## config.mk

```make
export PLATFORM = sky130hd
export DESIGN_NAME = ring_desc_seq
export DESIGN_NICKNAME = d
export VERILOG_FILES = /design/src/rtl/ring_seq_pkg.sv /design/src/rtl/ring_len_decode.sv /design/src/rtl/ring_cfg_store.sv /design/src/rtl/ring_addr_calc.sv /design/src/rtl/ring_desc_seq.sv
export SDC_FILE = /design/constraint.sdc
export NUM_CORES = 1
export LEC_CHECK = 0
export ABC_AREA = 1
export BUFFER_PORTS_ARGS = -buffer_cell sky130_fd_sc_hd__buf_2
export CAP_MARGIN = 20
export CORE_ASPECT_RATIO = 0.75
export CORE_MARGIN = 1.5
export CORE_UTILIZATION = 35
export CTS_CLUSTER_SIZE = 16
export DETAILED_ROUTE_END_ITERATION = 6
export HOLD_SLACK_MARGIN = 0.08
export PLACE_DENSITY_LB_ADDON = 0.3
export SLEW_MARGIN = 10
export SYNTH_ARGS = -nofsm -noshare
export SYNTH_HDL_FRONTEND = slang
export SYNTH_SLANG_ARGS = --single-unit
```

## constraint.sdc

```tcl
create_clock -name clk -period 3.55 [get_ports clk]
set_input_delay 0.355 -clock clk [delete_from_list [all_inputs] [get_ports clk]]
set_output_delay 0.355 -clock clk [all_outputs]
set_load 0.03 [all_outputs]
```

## src/rtl/ring_seq_pkg.sv

```systemverilog
package ring_seq_pkg;
    typedef enum logic [1:0] {
        POS_HEAD = 2'd0,
        POS_BODY = 2'd1,
        POS_TAIL = 2'd2
    } ring_pos_e;

    localparam int SHIFT_WIDE   = 4;   // 16-byte descriptor slot
    localparam int SHIFT_NARROW = 3;   // 8-byte descriptor slot
    localparam int MAX_EXP_WIDE = 9;   // 512 entries
endpackage

```

## src/rtl/ring_len_decode.sv

```systemverilog
module ring_len_decode
    import ring_seq_pkg::*;
#(
    parameter int LW = 16
) (
    input  logic          mode32,
    input  logic [3:0]    len_code,
    output logic [LW-1:0] dec_len
);
    logic [3:0] expo;

    always_comb begin
        if (mode32) begin
            expo = (len_code > 4'(MAX_EXP_WIDE)) ? 4'(MAX_EXP_WIDE) : len_code;
        end else begin
            expo = {1'b0, len_code[2:0]};
        end
        dec_len = LW'(1) << expo;
    end
endmodule

```

## src/rtl/ring_cfg_store.sv

```systemverilog
module ring_cfg_store
    import ring_seq_pkg::*;
#(
    parameter int AW = 32,
    parameter int LW = 16
) (
    input  logic          clk,
    input  logic          rst_n,
    input  logic          load,
    input  logic [AW-1:0] base_addr,
    input  logic          mode32,
    input  logic [LW-1:0] dec_len,
    input  logic          len_wr,
    input  logic [LW-1:0] len_val,
    output logic [AW-1:0] base_q,
    output logic          mode_q,
    output logic [LW-1:0] len_q
);
    logic [AW-1:0] base_masked;

    always_comb begin
        base_masked = base_addr;
        if (mode32) begin
            base_masked[SHIFT_WIDE-1:0] = '0;
        end else begin
            base_masked[SHIFT_NARROW-1:0] = '0;
        end
    end

    always_ff @(posedge clk or negedge rst_n) begin
        if (!rst_n) begin
            base_q <= '0;
            mode_q <= 1'b0;
            len_q  <= LW'(1);
        end else begin
            if (load) begin
                base_q <= base_masked;
                mode_q <= mode32;
                len_q  <= dec_len;
            end
            if (len_wr) begin
                len_q <= (len_val == '0) ? LW'(1) : len_val;
            end
        end
    end
endmodule

```

## src/rtl/ring_addr_calc.sv

```systemverilog
module ring_addr_calc
    import ring_seq_pkg::*;
#(
    parameter int AW = 32,
    parameter int LW = 16
) (
    input  logic [AW-1:0] base_q,
    input  logic          mode_q,
    input  logic [LW-1:0] idx,
    output logic [AW-1:0] addr
);
    logic [AW-1:0] offset;

    always_comb begin
        if (mode_q) begin
            offset = AW'(idx) << SHIFT_WIDE;
        end else begin
            offset = AW'(idx) << SHIFT_NARROW;
        end
        addr = base_q + offset;
    end
endmodule

```

## src/rtl/ring_desc_seq.sv

```systemverilog
module ring_desc_seq
    import ring_seq_pkg::*;
#(
    parameter int AW = 32,
    parameter int LW = 16
) (
    input  logic          clk,
    input  logic          rst_n,
    input  logic          load,
    input  logic [AW-1:0] base_addr,
    input  logic          mode32,
    input  logic [3:0]    len_code,
    input  logic          len_wr,
    input  logic [LW-1:0] len_val,
    input  logic          restart,
    input  logic          advance,
    output logic [LW-1:0] entry_idx,
    output logic [AW-1:0] entry_addr,
    output logic          entry_wrap
);
    logic [LW-1:0] dec_len;
    logic [AW-1:0] base_q;
    logic          mode_q;
    logic [LW-1:0] len_q;

    ring_pos_e     pos_q, pos_d;
    logic [LW-1:0] idx_q, idx_d;
    logic          wrap_q, wrap_d;
    logic          rewind;
    logic [LW:0]   idx_plus2;

    ring_len_decode #(.LW(LW)) u_dec (
        .mode32   (mode32),
        .len_code (len_code),
        .dec_len  (dec_len)
    );

    ring_cfg_store #(.AW(AW), .LW(LW)) u_cfg (
        .clk       (clk),
        .rst_n     (rst_n),
        .load      (load),
        .base_addr (base_addr),
        .mode32    (mode32),
        .dec_len   (dec_len),
        .len_wr    (len_wr),
        .len_val   (len_val),
        .base_q    (base_q),
        .mode_q    (mode_q),
        .len_q     (len_q)
    );

    ring_addr_calc #(.AW(AW), .LW(LW)) u_addr (
        .base_q (base_q),
        .mode_q (mode_q),
        .idx    (idx_q),
        .addr   (entry_addr)
    );

    assign rewind    = load | len_wr | restart;
    assign idx_plus2 = {1'b0, idx_q} + (LW+1)'(2);

    // State register
    always_ff @(posedge clk or negedge rst_n) begin
        if (!rst_n) begin
            pos_q  <= POS_HEAD;
            idx_q  <= '0;
            wrap_q <= 1'b0;
        end else begin
            pos_q  <= pos_d;
            idx_q  <= idx_d;
            wrap_q <= wrap_d;
        end
    end

    // Next position, index and wrap
    always_comb begin
        pos_d  = pos_q;
        idx_d  = idx_q;
        wrap_d = 1'b0;
        if (rewind) begin
            pos_d = POS_HEAD;
            idx_d = '0;
        end else if (advance) begin
            unique case (pos_q)
                POS_HEAD: begin
                    if (len_q == LW'(1)) begin
                        wrap_d = 1'b1;
                    end else if (len_q == LW'(2)) begin
                        idx_d = LW'(1);
                        pos_d = POS_TAIL;
                    end else begin
                        idx_d = LW'(1);
                        pos_d = POS_BODY;
                    end
                end
                POS_BODY: begin
                    idx_d = idx_q + LW'(1);
                    pos_d = (idx_plus2 == {1'b0, len_q}) ? POS_TAIL : POS_BODY;
                end
                POS_TAIL: begin
                    idx_d  = '0;
                    pos_d  = POS_HEAD;
                    wrap_d = 1'b1;
                end
                default: begin
                    idx_d = '0;
                    pos_d = POS_HEAD;
                end
            endcase
        end
    end

    assign entry_idx  = idx_q;
    assign entry_wrap = wrap_q;
endmodule

```

==> impl.org, run 1 <==
** STA
- The max-slew violation count was 0.
- Setup repair after global routing left no endpoint under its margin.
- The final count of hold timing violations came to 0.
- In the finished design, the share of the clock period the worst path needs comes to 0.923.
- For the final database, setup skew stands at slightly below 0.007 ns.
- Adding up every negative setup slack in the final design gives 0 ns.
- Post-route worst hold slack :: around 0.17 ns
- Final critical-path required period :: 3.28 ns
- Pin slew with the least headroom to its limit :: around 0.96 ns
- Headroom to the max-slew limit came out at 0.362.
- Fmax :: just over 0.3 GHz
- Endpoints failing setup :: 0

** Floorplanning
- During I/O placement, the number of pins put on the boundary was approximately 110.
- The region available for standard cell placement spans 14,000 um2.
- Die Footprint :: 15,300 um2
- From left edge to right edge, the die measures 142 um.
- Site row count :: 37
- From bottom edge to top edge, the die measures 107 um.
- The initial utilization of the core area, before any placement, comes to 0.364.

** Clocking
- Post-CTS repair timing setup buffer count :: 0
- The H-tree was split into 3 levels.
- Buffer type at the clock tree root :: sky130_fd_sc_hd__clkbuf_16
- Clock input transition at the sequential cells of the worst setup and hold paths :: around 0.06 ns
- TritonCTS clock tree :: yes
- Counting the buffers created by CTS gives 9.
- Total clock sinks :: 65
- Skew-Pair Late Insertion Delay :: ~0.34 ns
- For this design, the CTS-stage hold fixing added 0 buffers.
- No sink is reached through more buffers than the 2 on the longest clock path.

** Detailed routing
- Vias :: approximately 5,200
- After detailed routing, the number of remaining DRC violations is 0.
- Using the TritonRoute via totals, the vias-per-cell ratio works out to around 5.0.
- Final WL :: 15.5 mm
- Initial DRC count :: ~520
- Before antenna repair, the detailed router went through 5 iterations.
- In the final routed layout, each cell accounts on average for approximately 15 um.
- The count of nets left with antenna violations once routing finished came out at 0.

** Critical path
- The cell that appears most often on the critical path is sky130_fd_sc_hd__nand2_1.
- Longest individual stage delay on the worst path :: around 0.41 ns
- The worst setup path is captured at an output pin.
- The critical path goes through buf_6, nand2_1, o21ai_0, ha_1, a21oi_1, o21ai_1, a21oi_2, o21ai_0, nand2_1, nand2_1, xor2_1, buf_2.
- Kind of start point of the critical path :: flip-flop
- The number of buffers and inverters on the critical path is 2.
- Data on the critical path is required at its endpoint by around 3.2 ns.
- The cell family contributing the most delay on the critical path is compound AO/OA/AOI/OAI gates.
- CP Max Fanout :: 23
- Crit-path slowest cell :: sky130_fd_sc_hd__dfrtp_1
- The critical path is of the flip-flop to output pin type.
- Worst endpoint data arrival time :: 2.92 ns

** Synthesis
- The synthesized netlist occupies a cell area of roughly 5000 um2.
- The number of different library cells used by synthesis comes to 49.
- Number of storage elements in the synthesis netlist :: 65
- Synthesis produced 750 cells.
- Yosys warns :: 0
- Share of synthesized registers carrying an async set or reset :: 1.00
- Yosys mapped a number of flops with a built-in enable equal to 0.
- Share of synthesized area occupied by flip-flops and latches :: 0.320
- Synth Area per Inst :: 6.79 um2
- Commonest register cell after synthesis :: sky130_fd_sc_hd__dfrtp_1

** Run
- Maxcap violations :: 0

** Power and ir drop
- Dividing total power by cell area gives a power density of between 300 and 400 nW/um2.
- VDD sags by at most 0.000223 V.
- Overall power after layout :: ~2.1 mW
- Total leakage power :: 3.04 nW

** Global routing
- Number of antenna violations at the first check in global routing :: 0
- Summed over all layers, the global routing overflow is 0.
- Number of global-route vias before repair :: 4,582
- The first global-routing pass estimated approximately 24 mm of wire.
- Total track usage :: 0.208
- Maximum number of pins on one net before global-route repair :: 43

** Status
- The flow ran to the end, and the final reports show no timing, DRC or antenna violations.

** Place
- In this run the tool buffered the top-level ports with between 100 and 150 buffer cells.
- Once detailed placement completed, the half-perimeter wirelength came to between 10 and 15 mm.
- The placed instances occupy a cell area of approximately 5800 um2.
- In this run, placement finished with an instance count of between 1,000 and 1,500.
- Routability congestion estimate from global placement :: 0.952

** Worst hold path
- Type of the tightest min-delay check :: primary input to asynchronous set/reset pin

** Cells and area
- After filler insertion, the fill cell instance count of the layout stands at about 1,500.
- Top library cells by usage in the layout, fill and taps aside :: 247 x sky130_fd_sc_hd__nand2_1, 101 x sky130_fd_sc_hd__buf_2, 68 x sky130_fd_sc_hd__inv_1
- After routing the design area is between 6000 and 7000 um2.
- 0 antenna diodes ended up in the layout.
- The finished layout holds 1,045 standard cells, fillers aside.
- The library cell used most frequently in the layout, excluding fill and tap cells, is sky130_fd_sc_hd__nand2_1.
- The net count of the finished layout is 924.
- Compared with the post-synthesis result, the final layout area differs by 19.6%.
- Of the cells placed in the final design, the portion with a size suffix greater than 1 is 0.181.
repair_timing:
item,CTS,global route
setup endpoints to repair,0,2
hold endpoints to repair,0,0
gates resized for setup,0,6
power by group:
part | total (mW) | switching (mW) | internal (mW) | leakage (nW)
logic | 0.392 | 0.267 | 0.125 | 2.08
clock network | 0.902 | 0.342 | 0.560 | 0.142
registers | 0.834 | 0.0450 | 0.789 | 0.823
registers in the layout (all words and copies together), names as in the netlist:
register / flops
u_cfg.base_q: 29
entry_idx: 16
u_cfg.len_q: 16
pos_q: 2
entry_wrap: 1
u_cfg.mode_q: 1
final cells by class:
class	instances	area, um2	share of cell area
Timing Repair Buffer	108	562	0.0923
Multi-Input combinational cell	589	3080	0.506
Clock buffer	11	243	0.0399
Tap cell	195	244	0.0401
Clock inverter	5	55.1	0.00904
Inverter	72	272	0.0446
Sequential cell	65	1630	0.268
routing by layer:
metal / up-vias / wire length (um) / track usage
li1: 2648 / - / -
met1: 2349 / 8380 / 0.335
met2: 179 / 5760 / 0.267
met3: 12 / 1240 / 0.0543
met4: 0 / 168 / 0.0486
met5: - / 0 / 0
Yosys cell counts, types with 8 or more instances:
cell type / count / area, um2
sky130_fd_sc_hd__dfrtp_1: 64 / 1600
sky130_fd_sc_hd__nand4_1: 16 / 100
sky130_fd_sc_hd__nor2_1: 49 / 184
sky130_fd_sc_hd__inv_1: 68 / 255
sky130_fd_sc_hd__ha_1: 19 / 238
sky130_fd_sc_hd__nand3_1: 34 / 170
sky130_fd_sc_hd__nand2_1: 247 / 927
sky130_fd_sc_hd__nor3_1: 21 / 105
sky130_fd_sc_hd__xnor2_1: 8 / 70.1
sky130_fd_sc_hd__a31oi_1: 8 / 50.1
sky130_fd_sc_hd__o21ai_1: 8 / 40.0
sky130_fd_sc_hd__xor2_1: 38 / 333
sky130_fd_sc_hd__o21ai_0: 55 / 275
sky130_fd_sc_hd__clkbuf_1: 16 / 60.1
sky130_fd_sc_hd__a21oi_1: 31 / 155
final timing paths:
check	startpoint	end	slack [ns]	depth (start not counted)
min	rst_n	u_cfg.base_q[5]	0.17	1
min in group clk	base_addr[12]	u_cfg.base_q[12]	0.22	3
min reg2reg	u_cfg.base_q[19]	u_cfg.base_q[19]	0.48	2
max	u_cfg.mode_q	entry_addr[16]	0.27	12
max in group asynchronous	rst_n	u_cfg.len_q[0]	2.59	2
max reg2reg	u_cfg.len_q[14]	entry_idx[15]	1.37	8
worst register-to-register path: cells and delay by family (launching register included):
family / cells / cell delay, ns
and+or+nand+nor: 5 / 1.17
buffers and inverters: 2 / 0.35
DFF: 1 / 0.43
AOI/OAI and AO/OA: 1 / 0.10
through the flow:
step | setup WS, ns | util
after floorplan | 0.570 | -
after global placement | 0.610 | 0.413
after detailed placement | 0.601 | 0.413
after CTS | 0.229 | 0.435
after global routing | 0.0451 | 0.435
final | 0.272 | 0.435
cell families after synthesis:
logic type	after synthesis	synth area share
and+or+nand+nor	402	0.346
AOI/OAI and AO/OA	118	0.127
buffers and inverters	98	0.0769
DFF	65	0.320
xor gates and xnor gates	46	0.0791
adders and majority gates	20	0.0506
other	1	0.000737
Power figures use the tool's default switching activity.
==> inputs of run 2 (changes only) <==
ABC_AREA = 0   (was 1)
==> impl.org, run 2 <==
** Power and ir drop
- The part of the power in registers is 0.401 (+0.009).
- The relative contribution of combinational cells to total power is 0.200 (+0.016).
- Maximum vdd ir drop :: 0.000232 V (+3.8%)
- Total leakage power :: 2.69 nW (-12%)
- The total net switching power came to 0.609 mW (-6.8%).
- The power per cell area is 353 nW/um2 (+0.90%).
- The power share of the clock group was 0.398 (-0.026).
- Switching fraction of total power :: 0.290 (-0.0173)
- Cell internal pwr :: 1.49 mW (+1.2%)

** Detailed routing
- Initial DRC count :: 229 (-56%)
- The average vias per placed instance came to 5.53 (+11%).
- Final WL :: 13.8 mm (-11%)
- The antenna violation net count after detailed routing is 0 (unchanged).
- The average wire length per cell after detail routing is 17.5 um (+17%).
- The count of vias placed by the detailed router was 4,376 (-16%).
- Count of TritonRoute iterations in the first routing pass :: 5 (unchanged)
- Remaining routing DRC violations :: 0 (unchanged)

** Cells and area
- Antenna Cells :: 0 (unchanged)
- Max FFs per register :: 29 (unchanged)
- From synthesis to final layout, the design area changed by 26.7%.
- Post-route cell area :: 5960 um2 (-2.2%)
- The number of inserted filler cells in the final layout is 1,291 (-15%).
- Leading cell type in the layout, fill and taps excluded :: sky130_fd_sc_hd__buf_2
- Proportion of layout cells with a drive suffix above 1 :: 0.350 (+0.169)
- Top library cells by usage in the layout, fill and taps aside :: 88 x sky130_fd_sc_hd__buf_2, 63 x sky130_fd_sc_hd__dfrtp_1, 42 x sky130_fd_sc_hd__mux2_2
- The number of nets in the finished design was 695 (-25%).
- The register with the most flip-flops in the final layout is u_cfg.base_q.

** Global routing
- The overflow left after global routing came to 0 (unchanged).
- Maximum number of pins on one net before global-route repair :: 44 (+2.3%)
- First-pass GRT wire length :: 21.9 mm (-9.8%)
- The overall track demand over capacity in global routing was 0.202 (-0.00671).
- The initial antenna violation count is 0 (unchanged).
- Number of global-route vias before repair :: 4,329 (-5.5%)

** Critical path
- Worst endpoint data arrival time :: 3.24 ns (+0.32 ns)
- Reg2Reg Setup Slack :: 0.94 ns (-0.43 ns)
- The endpoint identified for the worst register-to-register timing path is pos_q[0].
- The number of cells on the worst reg-to-reg path was 7 (-1).
- The highest net fanout along the worst path came to 6 (-74%).
- By startpoint and endpoint, the worst setup path is classified as flip-flop to output pin.
- Crit. Startpoint :: u_cfg.mode_q
- Data required time of the worst path :: 3.19 ns (about the same)
- Reg2reg start :: entry_idx[5]
- The most critical setup path has its endpoint at entry_addr[24].
- Kind of start point of the critical path :: flip-flop
- Worst setup EP type :: output pin

** Clocking
- Deepest clock path buffer count :: 2 (unchanged)
- TritonCTS clock tree :: yes
- The total of hold buffers inserted after clock tree synthesis was 0 (unchanged).
- The tree is rooted in a sky130_fd_sc_hd__clkbuf_16.
- Clock input transition at the sequential cells of the worst setup and hold paths :: 0.06 ns (about the same)
- H-tree Lvls :: 3 (unchanged)
- Skew-Pair Late Insertion Delay :: 0.33 ns (about the same)
- The number of buffers added by the clock tree synthesis step was 9 (unchanged).
- The count of clock tree sinks is 65 (unchanged).

** STA
- Clock skew after layout :: 0.00390 ns (-0.00282 ns)
- Count of final hold-check violations :: 0 (unchanged)
- RSZ-0062 raised after global routing :: true
- Worst setup slack after layout :: -0.0478 ns (-0.320 ns)
- Endpoints failing setup :: 1 (+1)
- The maximum clock frequency came to 0.278 GHz (-8.9%).
- Final worst path period share :: 1.01 (+0.0902)
- The shortest period the worst path allows came to 3.60 ns (+0.320 ns).
- The slew at the pin closest to its max-slew limit is 0.962 ns (+0.00470 ns).
- The max-slew violation count is 0 (unchanged).
- The final-layout worst hold slack is 0.0689 ns (-0.100 ns).
- The headroom to the max-slew limit is 0.359 (-0.00313).

** Status
- Violations in the final reports :: negative setup slack
- The run finished, with violations left.

** Synthesis
- Area share of the largest cell type after synthesis :: 0.341 (+0.0260)
- Number of synthesized flops with an enable pin :: 0 (unchanged)
- The synthesized instance count is 507 (-32%).
- Sorting the synthesized cells by how often they occur yields 64 x sky130_fd_sc_hd__dfrtp_1, 42 x sky130_fd_sc_hd__mux2_2, 40 x sky130_fd_sc_hd__nand2_1.
- Summed over all instances, the cell type with the most area after synthesis is sky130_fd_sc_hd__dfrtp_1.
- Cell types occupying the most area after synthesis :: sky130_fd_sc_hd__dfrtp_1 34%, sky130_fd_sc_hd__mux2_2 10%, sky130_fd_sc_hd__xnor2_1 6.1%
- Among all cell types in the netlist, the one instantiated most often is sky130_fd_sc_hd__dfrtp_1.
- Number of storage elements in the synthesis netlist :: 65 (unchanged)
- Count of cell types in the netlist :: 67 (+37%)
- Yosys warns :: 0 (unchanged)
- Commonest register cell after synthesis :: sky130_fd_sc_hd__dfrtp_1
- Summed instance area of the synthesized netlist :: 4700 um2 (-7.6%)
- Share of synthesized area occupied by flip-flops and latches :: 0.346 (+0.0265)
- The fraction of registers with async set or reset after synthesis was 1.00 (unchanged).
- Synth Area per Inst :: 9.27 um2 (+37%)

** Place
- Final HPWL DP :: 10.5 mm (-16%)
- Count of buffers inserted at the top-level ports :: 101 (unchanged)
- The cell area after placement was 5440 um2 (-5.9%).
- The weighted congestion at the end of routability-driven global placement was 0.913 (-4.1%).

** Run
- Maxcap violations :: 0 (unchanged)

** Floorplanning
- Area of the placeable core :: 13,100 um2 (-6.6%)
- Initial core utilization :: 0.360 (-0.00419)
- The die width is 137 um (-3.8%).
- I/O pins :: 108 (unchanged)
- The floorplan die area is 14,100 um2 (-7.5%).
- Site row count :: 36 (-2.7%)
- The vertical extent of the die is 103 um (-3.8%).

** Worst hold path
- Type of the tightest min-delay check :: primary input to asynchronous set/reset pin
## run 2: cell count changes after synthesis, sizes merged, moves of 7 or more
cell    delta
and3       +7
nand2b     +8
nor2      -30
xor2      -24
nand2    -213
nand3     -24
xnor2     +25
mux2      +42
nor2b     +11
a211oi     +8
inv       -62
o21ai     -31
## run 2: worst min path at each step
stage	end	slack, ns	cells after the start	start
5_1_grt	u_cfg.base_q[10]	0.11	1	rst_n
4_1_cts	u_cfg.base_q[10]	0.09	1	rst_n
3_3_place_gp	u_cfg.base_q[10]	0.43	1	rst_n
2_1_floorplan	entry_idx[0]	0.06	0	rst_n
6_report	u_cfg.base_q[10]	0.07	1	rst_n
3_5_place_dp	u_cfg.base_q[10]	0.44	1	rst_n
## run 2: layout make-up
| class | instances | area, um2 | share of cell area |
|---|---|---|---|
| Multi-Input combinational cell | 404 | 3040 | 0.511 |
| Sequential cell | 65 | 1630 | 0.273 |
| Timing Repair Buffer | 127 | 754 | 0.127 |
| Clock buffer | 13 | 270 | 0.0454 |
| Tap cell | 171 | 214 | 0.0359 |
| Inverter | 9 | 33.8 | 0.00567 |
| Clock inverter | 2 | 12.5 | 0.00210 |
## run 2: worst max-delay path, stage by stage, from the launching register on
cell                        delay [ns]
sky130_fd_sc_hd__dfrtp_2          0.35
sky130_fd_sc_hd__buf_4            0.14
sky130_fd_sc_hd__mux2_2           0.37
sky130_fd_sc_hd__ha_1             0.28
sky130_fd_sc_hd__a21o_1           0.13
sky130_fd_sc_hd__nand4_1          0.21
sky130_fd_sc_hd__a2111oi_4        0.53
sky130_fd_sc_hd__o41ai_4          0.15
sky130_fd_sc_hd__buf_12           0.17
sky130_fd_sc_hd__nor3_2           0.18
sky130_fd_sc_hd__xor2_1           0.21
sky130_fd_sc_hd__buf_4            0.19
## run 2: power by group through the flow
stage | sequential, mW | clock (mW) | combinational, mW
after floorplan | 0.837 | 0 | 0.274
after global placement | 0.855 | 0 | 0.382
after detailed placement | 0.858 | 0 | 0.392
after CTS | 0.845 | 0.858 | 0.399
after global routing | 0.851 | 0.897 | 0.458
final | 0.843 | 0.837 | 0.421
## run 2: kinds of logic after synthesis
logic type / synth area share
and+or+nand+nor: 0.188
AOI/OAI and AO/OA: 0.177
DFF: 0.346
xor gates and xnor gates: 0.0875
muxes: 0.105
buffers and inverters: 0.0399
adders and majority gates: 0.0548
other: 0.000798
## run 2: stage by stage
step / util / power [mW] / setup TNS [ns] / std cells / setup WS [ns]
finish: 0.456 / 2.10 / -0.0478 / 791 / -0.0478
global route: 0.456 / 2.21 / -0.656 / 791 / -0.182
CTS: 0.445 / 2.10 / 0 / 788 / 0.00319
detailed placement: 0.416 / 1.25 / -0.0467 / 769 / -0.0220
global placement: 0.416 / 1.24 / 0 / 769 / 0.00752
floorplan: - / 1.11 / 0 / 509 / 0.0110
## run 2: timing repair
action / in CTS / in global routing
resized for setup: 11 / 40
pin swaps: 2 / 5
endpoints found under the setup margin: 14 / 14
buffers inserted: 4 / 4
## run 2: metal layers
| layer | vias to the layer above | wire [um] | track usage | share of wire |
|---|---|---|---|---|
| met1 | 2110 | 6610 | 0.291 | 0.48 |
| met4 | 0 | 154 | 0.0526 | 0.011 |
| li1 | 2069 | - | - | - |
| met3 | 16 | 1120 | 0.0458 | 0.081 |
| met2 | 181 | 5930 | 0.305 | 0.43 |
| met5 | - | 0 | 0 | 0 |
